[config.mk]
export PLATFORM = sky130hd
export DESIGN_NAME = bus_xfer_status
export DESIGN_NICKNAME = d
export VERILOG_FILES = /design/src/rtl/bxs_pkg.sv /design/src/rtl/bxs_w1c_bits.sv /design/src/rtl/bxs_mst_track.sv /design/src/rtl/bxs_drain_track.sv /design/src/rtl/bus_xfer_status.sv
export SDC_FILE = /design/constraint.sdc
export NUM_CORES = 1
export LEC_CHECK = 0
export BUFFER_PORTS_ARGS = -buffer_cell sky130_fd_sc_hd__clkbuf_2
export CAP_MARGIN = 20
export CORE_UTILIZATION = 27
export DETAILED_ROUTE_END_ITERATION = 8
export PLACE_DENSITY = 0.75
export SLEW_MARGIN = 15
export SYNTH_ARGS = -nofsm -noshare
export SYNTH_HDL_FRONTEND = slang
export SYNTH_SLANG_ARGS = --single-unit
[constraint.sdc]
create_clock -name clk_i -period 2.5 [get_ports clk_i]
set_input_delay 0.25 -clock clk_i [delete_from_list [all_inputs] [get_ports clk_i]]
set_output_delay 0.25 -clock clk_i [all_outputs]
set_load 0.01 [all_outputs]
[src/rtl/bxs_pkg.sv]
package bxs_pkg;
  localparam int unsigned OK_BIT   = 0;
  localparam int unsigned TMO_BIT  = 1;
  localparam int unsigned RTY_BIT  = 2;
  localparam int unsigned DRN_BIT  = 3;
  localparam int unsigned ABT_BASE = 4;
  // sticky vector order
  localparam int unsigned S_TMO = 0;
  localparam int unsigned S_RTY = 1;
  localparam int unsigned S_DRN = 2;
  localparam int unsigned S_ABT = 3;
endpackage

[src/rtl/bxs_w1c_bits.sv]
module bxs_w1c_bits #(
  parameter int unsigned W = 4
) (
  input  logic         clk_i,
  input  logic         rst_ni,
  input  logic         sclr_i,
  input  logic [W-1:0] set_i,
  input  logic [W-1:0] clr_i,
  output logic [W-1:0] q_o
);
  for (genvar i = 0; i < W; i++) begin : g_bit
    logic q_q;
    always_ff @(posedge clk_i or negedge rst_ni) begin
      if (!rst_ni)        q_q <= 1'b0;
      else if (sclr_i)    q_q <= 1'b0;
      else if (set_i[i])  q_q <= 1'b1;   // set beats clear
      else if (clr_i[i])  q_q <= 1'b0;
    end
    assign q_o[i] = q_q;

    assert_set_wins_R10: assert property (@(posedge clk_i) disable iff (!rst_ni || sclr_i)
      set_i[i] |=> q_o[i]);
    assert_w1c_clear_R9: assert property (@(posedge clk_i) disable iff (!rst_ni)
      (clr_i[i] && !set_i[i]) |=> !q_o[i]);
    assert_hold_R9: assert property (@(posedge clk_i) disable iff (!rst_ni)
      (!clr_i[i] && !sclr_i && q_o[i]) |=> q_o[i]);
  end
endmodule

[src/rtl/bxs_mst_track.sv]
module bxs_mst_track #(
  parameter int unsigned CNT_W = 8
) (
  input  logic             clk_i,
  input  logic             rst_ni,
  input  logic             sclr_i,
  input  logic             cnt_en_i,
  input  logic [CNT_W-1:0] burst_len_i,
  input  logic             mst_end_i,
  input  logic [CNT_W-1:0] mst_beats_i,
  input  logic             mst_tmo_i,
  input  logic             mst_rty_i,
  output logic             ok_o,
  output logic             tmo_set_o,
  output logic             rty_set_o
);
  logic ok_q;
  logic full_xfer;

  assign full_xfer = cnt_en_i && (mst_beats_i == burst_len_i);

  always_ff @(posedge clk_i or negedge rst_ni) begin
    if (!rst_ni)        ok_q <= 1'b0;
    else if (sclr_i)    ok_q <= 1'b0;
    else if (mst_end_i) ok_q <= full_xfer;  // rewritten every end
  end

  assign ok_o      = ok_q;
  assign tmo_set_o = mst_end_i && mst_tmo_i;
  assign rty_set_o = mst_end_i && mst_rty_i;

  assert_ok_short_R1: assert property (@(posedge clk_i) disable iff (!rst_ni || sclr_i)
    (mst_end_i && (mst_beats_i != burst_len_i)) |=> !ok_o);
  assert_ok_hold_R1: assert property (@(posedge clk_i) disable iff (!rst_ni || sclr_i)
    !mst_end_i |=> $stable(ok_o));
endmodule

[src/rtl/bxs_drain_track.sv]
module bxs_drain_track (
  input  logic clk_i,
  input  logic rst_ni,
  input  logic sclr_i,
  input  logic lock_en_i,
  input  logic tgt_wr_done_i,
  input  logic tgt_wr_excl_i,
  input  logic lock_release_i,
  input  logic slv_rreq_i,
  input  logic mst_rreq_i,
  input  logic tgt_wr_req_i,
  input  logic path_full_i,
  input  logic drn_q_i,
  output logic drn_set_o,
  output logic tgt_retry_o
);
  logic excl_pend_q;
  logic path_empty;
  logic plain_done;
  logic locked_done;

  always_ff @(posedge clk_i or negedge rst_ni) begin
    if (!rst_ni)                              excl_pend_q <= 1'b0;
    else if (sclr_i)                          excl_pend_q <= 1'b0;
    else if (tgt_wr_done_i && tgt_wr_excl_i)  excl_pend_q <= 1'b1;
    else if (lock_release_i)                  excl_pend_q <= 1'b0;
  end

  assign path_empty  = lock_en_i && !slv_rreq_i && !mst_rreq_i;
  assign plain_done  = tgt_wr_done_i && !tgt_wr_excl_i;
  assign locked_done = lock_release_i && excl_pend_q;
  assign drn_set_o   = path_empty && (plain_done || locked_done);

  always_comb begin
    if (drn_q_i) tgt_retry_o = tgt_wr_req_i;
    else         tgt_retry_o = tgt_wr_req_i && path_full_i;
  end

  assert_excl_no_direct_R6: assert property (@(posedge clk_i) disable iff (!rst_ni)
    (tgt_wr_done_i && tgt_wr_excl_i && !lock_release_i) |-> !drn_set_o);
  assert_drn_needs_enable_R5: assert property (@(posedge clk_i) disable iff (!rst_ni)
    (!lock_en_i || slv_rreq_i || mst_rreq_i) |-> !drn_set_o);
endmodule

[src/rtl/bus_xfer_status.sv]
module bus_xfer_status
  import bxs_pkg::*;
#(
  parameter int unsigned CNT_W     = 8,
  parameter int unsigned NUM_ABORT = 2,
  parameter int unsigned DATA_W    = 16
) (
  input  logic                 clk_i,
  input  logic                 rst_ni,
  input  logic                 soft_rst_i,
  input  logic                 cnt_en_i,
  input  logic                 term_irq_en_i,
  input  logic                 lock_en_i,
  input  logic [CNT_W-1:0]     burst_len_i,
  input  logic                 mst_end_i,
  input  logic [CNT_W-1:0]     mst_beats_i,
  input  logic                 mst_tmo_i,
  input  logic                 mst_rty_i,
  input  logic [NUM_ABORT-1:0] abort_i,
  input  logic                 tgt_wr_done_i,
  input  logic                 tgt_wr_excl_i,
  input  logic                 lock_release_i,
  input  logic                 slv_rreq_i,
  input  logic                 mst_rreq_i,
  input  logic                 tgt_wr_req_i,
  input  logic                 path_full_i,
  input  logic                 reg_we_i,
  input  logic [DATA_W-1:0]    reg_wdata_i,
  output logic [DATA_W-1:0]    reg_rdata_o,
  output logic                 irq_o,
  output logic                 tgt_retry_o
);
  localparam int unsigned NSTK = S_ABT + NUM_ABORT;
  localparam int unsigned USED = ABT_BASE + NUM_ABORT;

  logic            ok;
  logic            tmo_set, rty_set, drn_set;
  logic [NSTK-1:0] stk_set, stk_clr, stk_q;
  logic            unused_wdata;

  bxs_mst_track #(.CNT_W(CNT_W)) i_mst (
    .clk_i, .rst_ni, .sclr_i(soft_rst_i), .cnt_en_i, .burst_len_i,
    .mst_end_i, .mst_beats_i, .mst_tmo_i, .mst_rty_i,
    .ok_o(ok), .tmo_set_o(tmo_set), .rty_set_o(rty_set)
  );

  bxs_drain_track i_drn (
    .clk_i, .rst_ni, .sclr_i(soft_rst_i), .lock_en_i, .tgt_wr_done_i,
    .tgt_wr_excl_i, .lock_release_i, .slv_rreq_i, .mst_rreq_i,
    .tgt_wr_req_i, .path_full_i, .drn_q_i(stk_q[S_DRN]),
    .drn_set_o(drn_set), .tgt_retry_o
  );

  always_comb begin
    stk_set        = '0;
    stk_set[S_TMO] = tmo_set;
    stk_set[S_RTY] = rty_set;
    stk_set[S_DRN] = drn_set;
    stk_clr        = '0;
    stk_clr[S_TMO] = reg_we_i && reg_wdata_i[TMO_BIT];
    stk_clr[S_RTY] = reg_we_i && reg_wdata_i[RTY_BIT];
    stk_clr[S_DRN] = reg_we_i && reg_wdata_i[DRN_BIT];
    for (int i = 0; i < int'(NUM_ABORT); i++) begin
      stk_set[S_ABT+i] = abort_i[i];
      stk_clr[S_ABT+i] = reg_we_i && reg_wdata_i[ABT_BASE+i];
    end
  end

  bxs_w1c_bits #(.W(NSTK)) i_stk (
    .clk_i, .rst_ni, .sclr_i(soft_rst_i),
    .set_i(stk_set), .clr_i(stk_clr), .q_o(stk_q)
  );

  always_comb begin
    reg_rdata_o          = '0;
    reg_rdata_o[OK_BIT]  = ok && cnt_en_i;
    reg_rdata_o[TMO_BIT] = stk_q[S_TMO];
    reg_rdata_o[RTY_BIT] = stk_q[S_RTY];
    reg_rdata_o[DRN_BIT] = stk_q[S_DRN];
    for (int i = 0; i < int'(NUM_ABORT); i++)
      reg_rdata_o[ABT_BASE+i] = stk_q[S_ABT+i];
  end

  assign irq_o = term_irq_en_i && (stk_q[S_TMO] || stk_q[S_RTY]);

  assign unused_wdata = ^{reg_wdata_i[OK_BIT], reg_wdata_i[DATA_W-1:USED]};

  assert_irq_R4: assert property (@(posedge clk_i) disable iff (!rst_ni)
    (term_irq_en_i && (reg_rdata_o[TMO_BIT] || reg_rdata_o[RTY_BIT])) |-> irq_o);
  assert_retry_drained_R8: assert property (@(posedge clk_i) disable iff (!rst_ni)
    (reg_rdata_o[DRN_BIT] && tgt_wr_req_i) |-> tgt_retry_o);
  assert_ok_gated_R2: assert property (@(posedge clk_i) disable iff (!rst_ni)
    !cnt_en_i |-> !reg_rdata_o[OK_BIT]);
  assert_reserved_zero_R12: assert property (@(posedge clk_i) disable iff (!rst_ni)
    reg_rdata_o[DATA_W-1:USED] == '0);
  assert_soft_clear_R11: assert property (@(posedge clk_i) disable iff (!rst_ni)
    soft_rst_i |=> !reg_rdata_o[DRN_BIT]);
  assert_mst_no_drain_R7: assert property (@(posedge clk_i) disable iff (!rst_ni || soft_rst_i)
    (mst_end_i && !tgt_wr_done_i && !lock_release_i && !reg_rdata_o[DRN_BIT]
     && !(reg_we_i && reg_wdata_i[DRN_BIT])) |=> !reg_rdata_o[DRN_BIT]);
endmodule

==> impl_metrics.py <==
metrics = {
    "detailed_routing": {
        "vias": 560,
        "drt-total-wl_um": 1150,
        "wire_per_inst_um": 8.62,
        "drtIter0Drc": 2,
        "dr.pass1.iters": 4,
        "drc_errors": 0,
        "vias_per_cell": 4.21,
        "antenna_left": 0,
    },
    "cts": {
        "cts.path.max_buffers": 2,
        "numClockSinks": 7,
        "cts_resized": 0,
        "clkTransAtPathRegs_ns": 0.05,
        "clock_latency_ns": 0.25,
        "cts_tree": "done",
        "cts_inserted_buffers": 3,
        "htreeDepth": 1,
        "cts-root-buf": "clkbuf_4",
    },
    "status": {
        "status": "complete, no violations",
    },
    "synth": {
        "synth_cells": 63,
        "ys_ff_latch": 7,
        "synth_warnings": 0,
        "seq_area_frac_synth": 0.331,
        "synth_area_leaders": "dfrtp_1 (33%), buf_4 (21%), xnor2_1 (8.3%), nand2_1 (5.0%), nor2_1 (5.0%)",
        "syn_area_um2": 529,
        "ys_types": 21,
        "synth.avg_cell_area_um2": 8.40,
        "netlist.area_leader.share": 0.331,
        "synth_top_area_cell": "dfrtp_1",
    },
    "critical_path": {
        "critical_path_required_ns": 2.25,
        "reg2reg_depth": 4,
        "cp_slowest_stage_delay_ns": 0.39,
        "endpoint_kind": "output port",
        "critical_path_arrival_ns": 0.94,
        "startpoint_type": "flop",
        "cp_max_fo": 3,
        "r2r_start": "i_drn.excl_pend_q",
        "path_cells": "o21a_1 > clkbuf_2",
        "critPathKind": "reg -> out",
        "critPathSlowestCell": "dfrtp_1",
        "crit_start": "i_stk.g_bit[1].q_q",
        "reg2reg_slack_ns": 1.62,
    },
    "sta": {
        "maxSlewViolCount": 0,
        "tns_ns": 0,
        "holdWs_ns": 0.223,
        "hold_viol": 0,
        "fmax_mhz": 841,
        "fin_crit_ns": 1.19,
        "finalCritPeriodShare": 0.476,
        "fin_skew_ns": 0.0000277,
        "rsz0062_at_grt": "false",
        "setup_viol": 0,
        "fin_ws_ns": 1.31,
    },
    "hold_path": {
        "hold_depth": 3,
        "min_from": "abort_i[1]",
        "worstHoldPathType": "in -> reg",
    },
    "cells_and_area": {
        "area_delta_synth_final_pct": 41.4,
        "fin_cells": 133,
        "nets": 160,
        "n_antenna_cell": 0,
        "layout_common_cells": "clkbuf_2 (47), conb_1 (10), nand2_1 (7), nor2_1 (7), dfrtp_1 (7)",
        "final_common_cell": "clkbuf_2",
        "design_area_um2": 748,
        "finish.utilization": 0.420,
        "drive_above_1_share": 0.472,
    },
    "floorplanning": {
        "die_w_um": 46.3,
        "die_area_um2": 2140,
        "io_pins": 69,
        "die-height_um": 46.3,
        "num_rows": 15,
        "initial_core_util": 0.297,
        "core-area_um2": 1780,
    },
    "global_route": {
        "overflow": 0,
        "antenna_found_initial": 0,
        "first_global_vias": 488,
        "grt_pass1_wl_um": 1830,
        "grt_max_degree": 9,
        "track_usage": 0.129,
    },
    "power_and_ir_drop": {
        "ir_worst_vdd_uv": 244,
        "p_leak_nw": 0.425,
        "cellPowerDensity_nw_per_um2": 404,
        "design_power_total_mw": 0.302,
    },
    "placed_design": {
        "placed_cells": 128,
        "hpwl_um": 1070,
        "pre_cts_ws_ns": 1.53,
        "io_buffers": 47,
        "place_area_um2": 712,
        "routabilityCongestion": 0.657,
    },
    "job": {
        "cap_violations": 0,
    },
}
-- cell usage after synthesis, drive strengths merged --
| master | instances |
|---|---|
| a21oi | 3 |
| a22o | 1 |
| a22oi | 2 |
| a32oi | 1 |
| and2 | 1 |
| buf | 16 |
| conb | 1 |
| dfrtp | 7 |
| inv | 1 |
| nand2 | 7 |
| nand2b | 1 |
| nand3 | 1 |
| nand4 | 1 |
| nor2 | 7 |
| nor3 | 2 |
| o21a | 2 |
| o21ai | 1 |
| xnor2 | 5 |
| xor2 | 3 |
-- power breakdown --
part           switching (mW)  internal (mW)
registers             0.00366          0.119
logic                  0.0383         0.0418
clock network          0.0388         0.0607
-- flip-flops by register name (all words and copies together), names as in the netlist --
register and cells:
i_drn.excl_pend_q 1, i_stk.g_bit.q_q 5, i_mst.ok_o 1
-- final timing paths --
path	endpoint
min	i_stk.g_bit[4].q_q
max in group asynchronous	i_mst.ok_o
min in group asynchronous	i_drn.excl_pend_q
min reg2reg	i_mst.ok_o
max	irq_o
max reg2reg	i_stk.g_bit[2].q_q
-- cells by family after synthesis --
logic type      after synthesis  share of synthesized area
flops                         7                      0.331
simple gates                 20                      0.173
xor+xnor                      8                      0.132
buf+inv                      17                      0.229
other cells                   1                    0.00709
compound gates               10                      0.128
-- critical path, delay by kind of cell (launching register included) --
family / cells / cell delay [ns]
flip-flops: 1 / 0.39
AO/OA/AOI/OAI: 1 / 0.19
buffers and inverters: 1 / 0.12
-- area by class of cell --
type                    instances  area [um2]
fillers                       180        1030
multi-input cells              48         267
repair buffers                 48         245
flip-flops and latches          7         175
well taps                      25        31.3
clock buffers                   4        26.3
inverters                       1        3.75
-- metal layers --
layer / up-vias / track usage / share of wire
met5: - / 0 / 0
met3: 4 / 0.0549 / 0.099
met1: 246 / 0.103 / 0.34
met2: 38 / 0.239 / 0.55
met4: 0 / 0.100 / 0.017
li1: 272 / - / -
-- what timing repair did --
action / CTS / global route
hold buffers: 1 / 0
endpoints found under the hold margin: 7 / 0
buffers inserted: 0 / 0
No activity file was read; power rests on OpenSTA's default activity.
